`config.mk`:
```
export PLATFORM = sky130hd
export DESIGN_NAME = nvs_seq
export DESIGN_NICKNAME = d
export VERILOG_FILES = /design/src/rtl/nvs_pkg.sv /design/src/rtl/nvs_timer.sv /design/src/rtl/nvs_wgate.sv /design/src/rtl/nvs_trig.sv /design/src/rtl/nvs_seq.sv
export SDC_FILE = /design/constraint.sdc
export NUM_CORES = 1
export LEC_CHECK = 0
export CORE_MARGIN = 3
export CORE_UTILIZATION = 50
export DETAILED_ROUTE_END_ITERATION = 7
export PLACE_DENSITY = 0.79
export SYNTH_ARGS = -nofsm -noshare
export SYNTH_HDL_FRONTEND = slang
export SYNTH_SLANG_ARGS = --single-unit
```
`constraint.sdc`:
```
create_clock -name clk -period 2.2 [get_ports clk]
set_clock_uncertainty 0.15 [all_clocks]
set_input_delay 0.22 -clock clk [delete_from_list [all_inputs] [get_ports clk]]
set_output_delay 0.22 -clock clk [all_outputs]
set_load 0.01 [all_outputs]
```
`src/rtl/nvs_pkg.sv`:
```
package nvs_pkg;

   typedef enum logic [2:0] {
      PH_IDLE   = 3'd0,
      PH_GRACE  = 3'd1,
      PH_STORE  = 3'd2,
      PH_RECALL = 3'd3,
      PH_HOLD   = 3'd4
   } phase_t;

   typedef enum logic [2:0] {
      TG_NONE = 3'd0,
      TG_PF   = 3'd1,
      TG_HW   = 3'd2,
      TG_SW   = 3'd3,
      TG_RC   = 3'd4
   } trig_t;

endpackage

```
`src/rtl/nvs_timer.sv`:
```
module nvs_timer #(
   parameter int W = 4
) (
   input  logic         clk,
   input  logic         rst_n,
   input  logic         load,
   input  logic [W-1:0] load_val,
   output logic         zero
);

   logic [W-1:0] cnt;

   always_ff @(posedge clk or negedge rst_n) begin
      if (!rst_n)
         cnt <= '0;
      else if (load)
         cnt <= load_val;
      else if (cnt != '0)
         cnt <= cnt - 1'b1;
   end

   assign zero = (cnt == '0);


   load_val_chk: assert property (@(posedge clk) disable iff (!rst_n)
      load |=> cnt == $past(load_val));


   count_down_chk: assert property (@(posedge clk) disable iff (!rst_n)
      (!load && cnt != '0) |=> cnt == $past(cnt) - 1'b1);

endmodule

```
`src/rtl/nvs_wgate.sv`:
```
module nvs_wgate (
   input  logic clk,
   input  logic rst_n,
   input  logic wr_act,
   input  logic wr_inh,
   input  logic grace_enter,
   input  logic clr,
   output logic carry,
   output logic dirty_eff
);

   logic dirty_q;
   logic wr_ok;

   assign wr_ok     = wr_act & ~wr_inh;
   assign dirty_eff = dirty_q | wr_ok;

   always_ff @(posedge clk or negedge rst_n) begin
      if (!rst_n) begin
         dirty_q <= 1'b0;
         carry   <= 1'b0;
      end else begin
         dirty_q <= clr ? 1'b0 : dirty_eff;
         carry   <= grace_enter ? wr_act : (carry & wr_act);
      end
   end


   clean_after_op_chk: assert property (@(posedge clk) disable iff (!rst_n)
      clr |=> !dirty_q);


   carry_no_rearm_chk: assert property (@(posedge clk) disable iff (!rst_n)
      (!carry && !grace_enter) |=> !carry);

endmodule

```
`src/rtl/nvs_trig.sv`:
```
module nvs_trig
   import nvs_pkg::*;
(
   input  logic  clk,
   input  logic  rst_n,
   input  logic  pwr_fail,
   input  logic  hw_store_n,
   input  logic  sw_req,
   input  logic  recall_req,
   input  logic  dirty_eff,
   input  logic  idle,
   output trig_t sel
);

   logic sw_pend, rc_pend;
   logic sw_any, rc_any;

   assign sw_any = sw_pend | sw_req;
   assign rc_any = rc_pend | recall_req;

   always_comb begin
      if (pwr_fail && dirty_eff) sel = TG_PF;
      else if (!hw_store_n)      sel = TG_HW;
      else if (sw_any)           sel = TG_SW;
      else if (rc_any)           sel = TG_RC;
      else                       sel = TG_NONE;
   end

   always_ff @(posedge clk or negedge rst_n) begin
      if (!rst_n) begin
         sw_pend <= 1'b0;
         rc_pend <= 1'b0;
      end else begin
         sw_pend <= sw_any & ~(idle && sel == TG_SW);
         rc_pend <= rc_any & ~(idle && sel == TG_RC);
      end
   end


   sw_rank_chk: assert property (@(posedge clk) disable iff (!rst_n)
      (sel == TG_SW) |-> (hw_store_n && !(pwr_fail && dirty_eff)));


   sw_kept_chk: assert property (@(posedge clk) disable iff (!rst_n)
      (sw_req && !idle) |=> sw_pend);

endmodule

```
`src/rtl/nvs_seq.sv`:
```
module nvs_seq
   import nvs_pkg::*;
#(
   parameter int T_GRACE        = 4,
   parameter int T_STORE        = 6,
   parameter int T_RECALL       = 3,
   parameter bit BUSY_ON_RECALL = 1'b0
) (
   input  logic clk,
   input  logic rst_n,
   input  logic hw_store_n,
   input  logic sw_req,
   input  logic pwr_fail,
   input  logic recall_req,
   input  logic wr_act,
   output logic busy_n,
   output logic acc_inh,
   output logic wr_inh,
   output logic store_go,
   output logic recall_go
);

   localparam int T_MAX = (T_GRACE > T_STORE) ?
                          ((T_GRACE > T_RECALL) ? T_GRACE : T_RECALL) :
                          ((T_STORE > T_RECALL) ? T_STORE : T_RECALL);
   localparam int CW = $clog2(T_MAX + 1);
   localparam logic [CW-1:0] GR_M1 = CW'(T_GRACE - 1);
   localparam logic [CW-1:0] ST_M1 = CW'(T_STORE - 1);
   localparam logic [CW-1:0] RC_M1 = CW'(T_RECALL - 1);

   if (T_GRACE < 1)  begin : g_bad_grace  $error("T_GRACE must be at least 1");  end
   if (T_STORE < 1)  begin : g_bad_store  $error("T_STORE must be at least 1");  end
   if (T_RECALL < 1) begin : g_bad_recall $error("T_RECALL must be at least 1"); end

   phase_t        st, st_nxt;
   trig_t         sel;
   logic          ld, clr, genter, tmr_zero;
   logic [CW-1:0] ldv;
   logic          carry, dirty_eff;
   logic          first_q;

   nvs_trig u_trig (
      .clk        (clk),
      .rst_n      (rst_n),
      .pwr_fail   (pwr_fail),
      .hw_store_n (hw_store_n),
      .sw_req     (sw_req),
      .recall_req (recall_req),
      .dirty_eff  (dirty_eff),
      .idle       (st == PH_IDLE),
      .sel        (sel)
   );

   nvs_wgate u_wgate (
      .clk         (clk),
      .rst_n       (rst_n),
      .wr_act      (wr_act),
      .wr_inh      (wr_inh),
      .grace_enter (genter),
      .clr         (clr),
      .carry       (carry),
      .dirty_eff   (dirty_eff)
   );

   nvs_timer #(.W(CW)) u_tmr (
      .clk      (clk),
      .rst_n    (rst_n),
      .load     (ld),
      .load_val (ldv),
      .zero     (tmr_zero)
   );

   always_comb begin
      st_nxt = st;
      ld     = 1'b0;
      ldv    = '0;
      clr    = 1'b0;
      genter = 1'b0;
      unique case (st)
         PH_IDLE: begin
            unique case (sel)
               TG_PF, TG_SW: begin st_nxt = PH_STORE;  ld = 1'b1; ldv = ST_M1; end
               TG_HW:        begin st_nxt = PH_GRACE;  ld = 1'b1; ldv = GR_M1; genter = 1'b1; end
               TG_RC:        begin st_nxt = PH_RECALL; ld = 1'b1; ldv = RC_M1; end
               default:      st_nxt = PH_IDLE;
            endcase
         end
         PH_GRACE: begin
            if (tmr_zero) begin
               if (dirty_eff) begin
                  st_nxt = PH_STORE;
                  ld     = 1'b1;
                  ldv    = ST_M1;
               end else begin
                  st_nxt = PH_HOLD;
               end
            end
         end
         PH_STORE: begin
            if (tmr_zero) begin
               st_nxt = PH_HOLD;
               clr    = 1'b1;
            end
         end
         PH_RECALL: begin
            if (tmr_zero) begin
               st_nxt = PH_IDLE;
               clr    = 1'b1;
            end
         end
         PH_HOLD: begin
            if (hw_store_n) st_nxt = PH_IDLE;
         end
         default: st_nxt = PH_IDLE;
      endcase
   end

   always_ff @(posedge clk or negedge rst_n) begin
      if (!rst_n) begin
         st      <= PH_IDLE;
         first_q <= 1'b0;
      end else begin
         st      <= st_nxt;
         first_q <= ld && (st_nxt == PH_STORE || st_nxt == PH_RECALL);
      end
   end

   assign acc_inh   = (st == PH_STORE) || (st == PH_RECALL) || (st == PH_HOLD);
   assign wr_inh    = (st == PH_GRACE) ? ~carry : acc_inh;
   assign store_go  = (st == PH_STORE)  && first_q;
   assign recall_go = (st == PH_RECALL) && first_q;

   if (BUSY_ON_RECALL) begin : g_busy_both
      assign busy_n = !((st == PH_STORE) || (st == PH_RECALL));
   end else begin : g_busy_store
      assign busy_n = !(st == PH_STORE);
   end


   inh_order_chk: assert property (@(posedge clk) disable iff (!rst_n)
      acc_inh |-> wr_inh);


   busy_start_chk: assert property (@(posedge clk) disable iff (!rst_n)
      $fell(busy_n) |-> (store_go || recall_go));


   hold_keep_chk: assert property (@(posedge clk) disable iff (!rst_n)
      (st == PH_HOLD && !hw_store_n) |=> acc_inh);


   skip_store_chk: assert property (@(posedge clk) disable iff (!rst_n)
      (st == PH_GRACE && tmr_zero && !dirty_eff) |=> (st == PH_HOLD && busy_n));


   pf_direct_chk: assert property (@(posedge clk) disable iff (!rst_n)
      (st == PH_IDLE && sel == TG_PF) |=> store_go);

endmodule

```
==> results of run 1 <==
==> per-stage QoR <==
stage | std cells | util [%]
2_1_floorplan | 80 | -
3_3_place_gp | 104 | 63.25
3_5_place_dp | 104 | 63.25
4_1_cts | 108 | 65.34
5_1_grt | 110 | 67.14
6_report | 110 | 67.14
==> repair_timing <==
item | CTS | global route
endpoints found under the setup margin | 2 | 4
gates resized for setup | 1 | 3
setup buffers | 0 | 2
==> metal layers <==
metal / wire, um / part of all wire [%]
met1: 693 / 47
met2: 713 / 48
met3: 48 / 3.2
met4: 32 / 2.2
met5: 0 / 0
==> cell families after synthesis <==
family	count (synthesis)	share of synthesized area (%)
AOI/OAI and AO/OA	30	31.19
and+or+nand+nor	24	16.73
buffers and inverters	11	7.667
DFF	11	38.33
adders and majority gates	2	3.484
xor gates and xnor gates	1	1.220
muxes	1	1.394
==> area by class of cell <==
class,count,area [um2]
inverter,7,26.28
sequential,11,277.8
fill,102,432.9
clock buffer,4,26.28
timing repair buffer,15,140.1
tap,15,18.77
multi-input combinational,58,395.4
==> final timing paths <==
| path | start | endpoint | slack, ps | cells after the start |
|---|---|---|---|---|
| worst min-delay path | rst_n | u_tmr.cnt[2] | 130 | 1 |
| max in group asynchronous | rst_n | st[1] | 1400 | 1 |
| worst min register to register | u_wgate.carry | u_wgate.carry | 340 | 1 |
| min in group clk | u_wgate.carry | u_wgate.carry | 340 | 1 |
| worst max register to register | st[1] | u_tmr.cnt[2] | 270 | 5 |
| worst max-delay path | st[0] | wr_inh | 130 | 4 |
==> cells in the final DEF (no fill, tap or decap), drive strengths merged <==
master / instances
ha: 2
inv: 7
clkdlybuf4s50: 11
a311o: 1
and3: 1
nor2: 10
buf: 4
a2bb2oi: 1
o21ai: 5
xnor2: 1
dfrtp: 11
o21bai: 2
and2b: 1
nand2: 3
a211oi: 1
mux2i: 1
nor3: 1
o31a: 1
o32ai: 2
or3: 2
a21oi: 8
a31o: 1
nor2b: 3
nor3b: 1
clkbuf: 4
a21o: 4
a22oi: 1
a31oi: 1
nand2b: 2
a21boi: 1
o21a: 1
==> report_power, final <==
group	leakage (nW)	total (mW)	switching [mW]	internal [mW]
sequential	0.126	0.376	0.0907	0.285
combinational	0.250	0.686	0.323	0.363
clock	0.0150	0.145	0.0745	0.0704
==> registers in the layout, indices dropped and copies added, names as in the netlist <==
signal and cells:
first_q 1, st 3, u_tmr.cnt 3, u_trig.rc_pend 1
u_trig.sw_pend 1, u_wgate.carry 1, u_wgate.dirty_q 1
==> worst max-delay path: stages (launching register included) <==
cell	delay, ps
dfrtp_2	480
and2b_2	250
o21bai_4	140
nand2_1	70
clkdlybuf4s50_1	480
==> reports/metrics.yaml, run 1 <==
global_routing:
  grt_use_met1_pct: 25.13
  grtUsageTotal_pct: 19.20
  grtUsageMet2_pct: 30.23
  overflow: 0
  grt_pass1_wl_mm: 2.684
  grt_max_degree: 13
  antenna_found_initial: 0
  top_usage_layer: "met2"
  grtUsageMet3_pct: 3.734
  grt_pass1_vias: 596
worst_setup_path:
  arrival_ps: 1700
  critPathMaxFanout: 12
  end_kind: "output pin"
  criticalPathCategory: "reg -> out"
  crit_path_start_kind: "register"
  required_ps: 1830
sta:
  setup_ws_ps: 131.8
  layout_min_cycle_time_ps: 2068
  worst_hold_slack_ps: 129.7
  worstMarginPinSlew_ps: 514.6
  drv_slew: 0
  fmax_mhz: 483.5
  final_hold_viol_count: 0
  relSlewSlack_pct: 65.59
  setup_viol: 0
  rsz0062_at_grt: "false"
  fin_tns_setup_ps: 0
  finalCritPeriodShare_pct: 94.01
floorplanning:
  dieArea_um2: 1927
  initial_core_util_pct: 54.51
  io-pin-count: 12
  die_w_um: 43.90
  die_h_um: 43.90
  rows: 13
  coreArea_um2: 1318
clocking:
  cts-hold-fix-buffers: 0
  cts_sinks: 11
  cts.clk_slew.worst_paths_ps: 70
  htree_levels: 1
  clock_path_buffers: 2
  worstSkewPairLatency_ps: 280
  cts_buffers: 3
  tritoncts: "yes"
  clock_tree.root_cell: "clkbuf_4"
layout:
  synthToLayoutAreaGrowth_pct: 23.17
  design_area_um2: 884.6
  drive_above_1_share_pct: 14.74
  num_antenna_cells: 0
  nets: 105
routing:
  drt-total-wl_mm: 1.488
  ant_nets: 0
  viasPerCell: 5.482
  drc_errors: 0
  drt_iter0_drc: 16
  drt-pass1-iter-count: 3
  wl_per_cell_um: 13.53
  vias: 603
synthesis:
  synthFlopType: "dfrtp_1"
  synth_top_area_share_pct: 38.33
  synth_most_common_cell: "dfrtp_1"
  synth_edf_count: 0
  synth_common_cells: "11 x dfrtp_1, 10 x nor2_1, 8 x a21oi_1"
  ys_ff_latch: 11
  yosysSeqAreaShare_pct: 38.33
  syn-cell-area_um2: 718.2
  synthCells: 80
  synthDistinctLibCells: 33
  yosys_warnings: 0
  synth.area.top_cells: "dfrtp_1 38%, a21oi_1 5.6%, nor2_1 5.2%"
  synthArstFlopShare_pct: 100.0
  syn_nets: 89
  avgSynthCellArea_um2: 8.977
  yosysTopAreaCell: "dfrtp_1"
placement:
  placed_area_um2: 833.3
  hpwl_mm: 1.139
  place_ws_ps: 262.5
  port_buffers: 11
  place_congestion: 0.8113
pwr:
  peakVddDrop_mv: 0.6734
  finalPower_mw: 1.207
  power.density_nw_per_um2: 1364
  p_leak_nw: 0.3914
min_path:
  min_path_type: "in -> async"
status:
  outcome: "finished, final reports clean"
flow_run:
  cap_violations: 0
(Power assumes the default switching activity.)
==> run 2: changes to the inputs <==
--- a/config.mk
+++ b/config.mk
@@ -9,6 +9,7 @@
 export CORE_UTILIZATION = 50
 export DETAILED_ROUTE_END_ITERATION = 7
 export PLACE_DENSITY = 0.79
+export SLEW_MARGIN = 20
 export SYNTH_ARGS = -nofsm -noshare
 export SYNTH_HDL_FRONTEND = slang
 export SYNTH_SLANG_ARGS = --single-unit
==> results of run 2 <==
No change in the layout: final DEF, timing and power equal those of run 1.
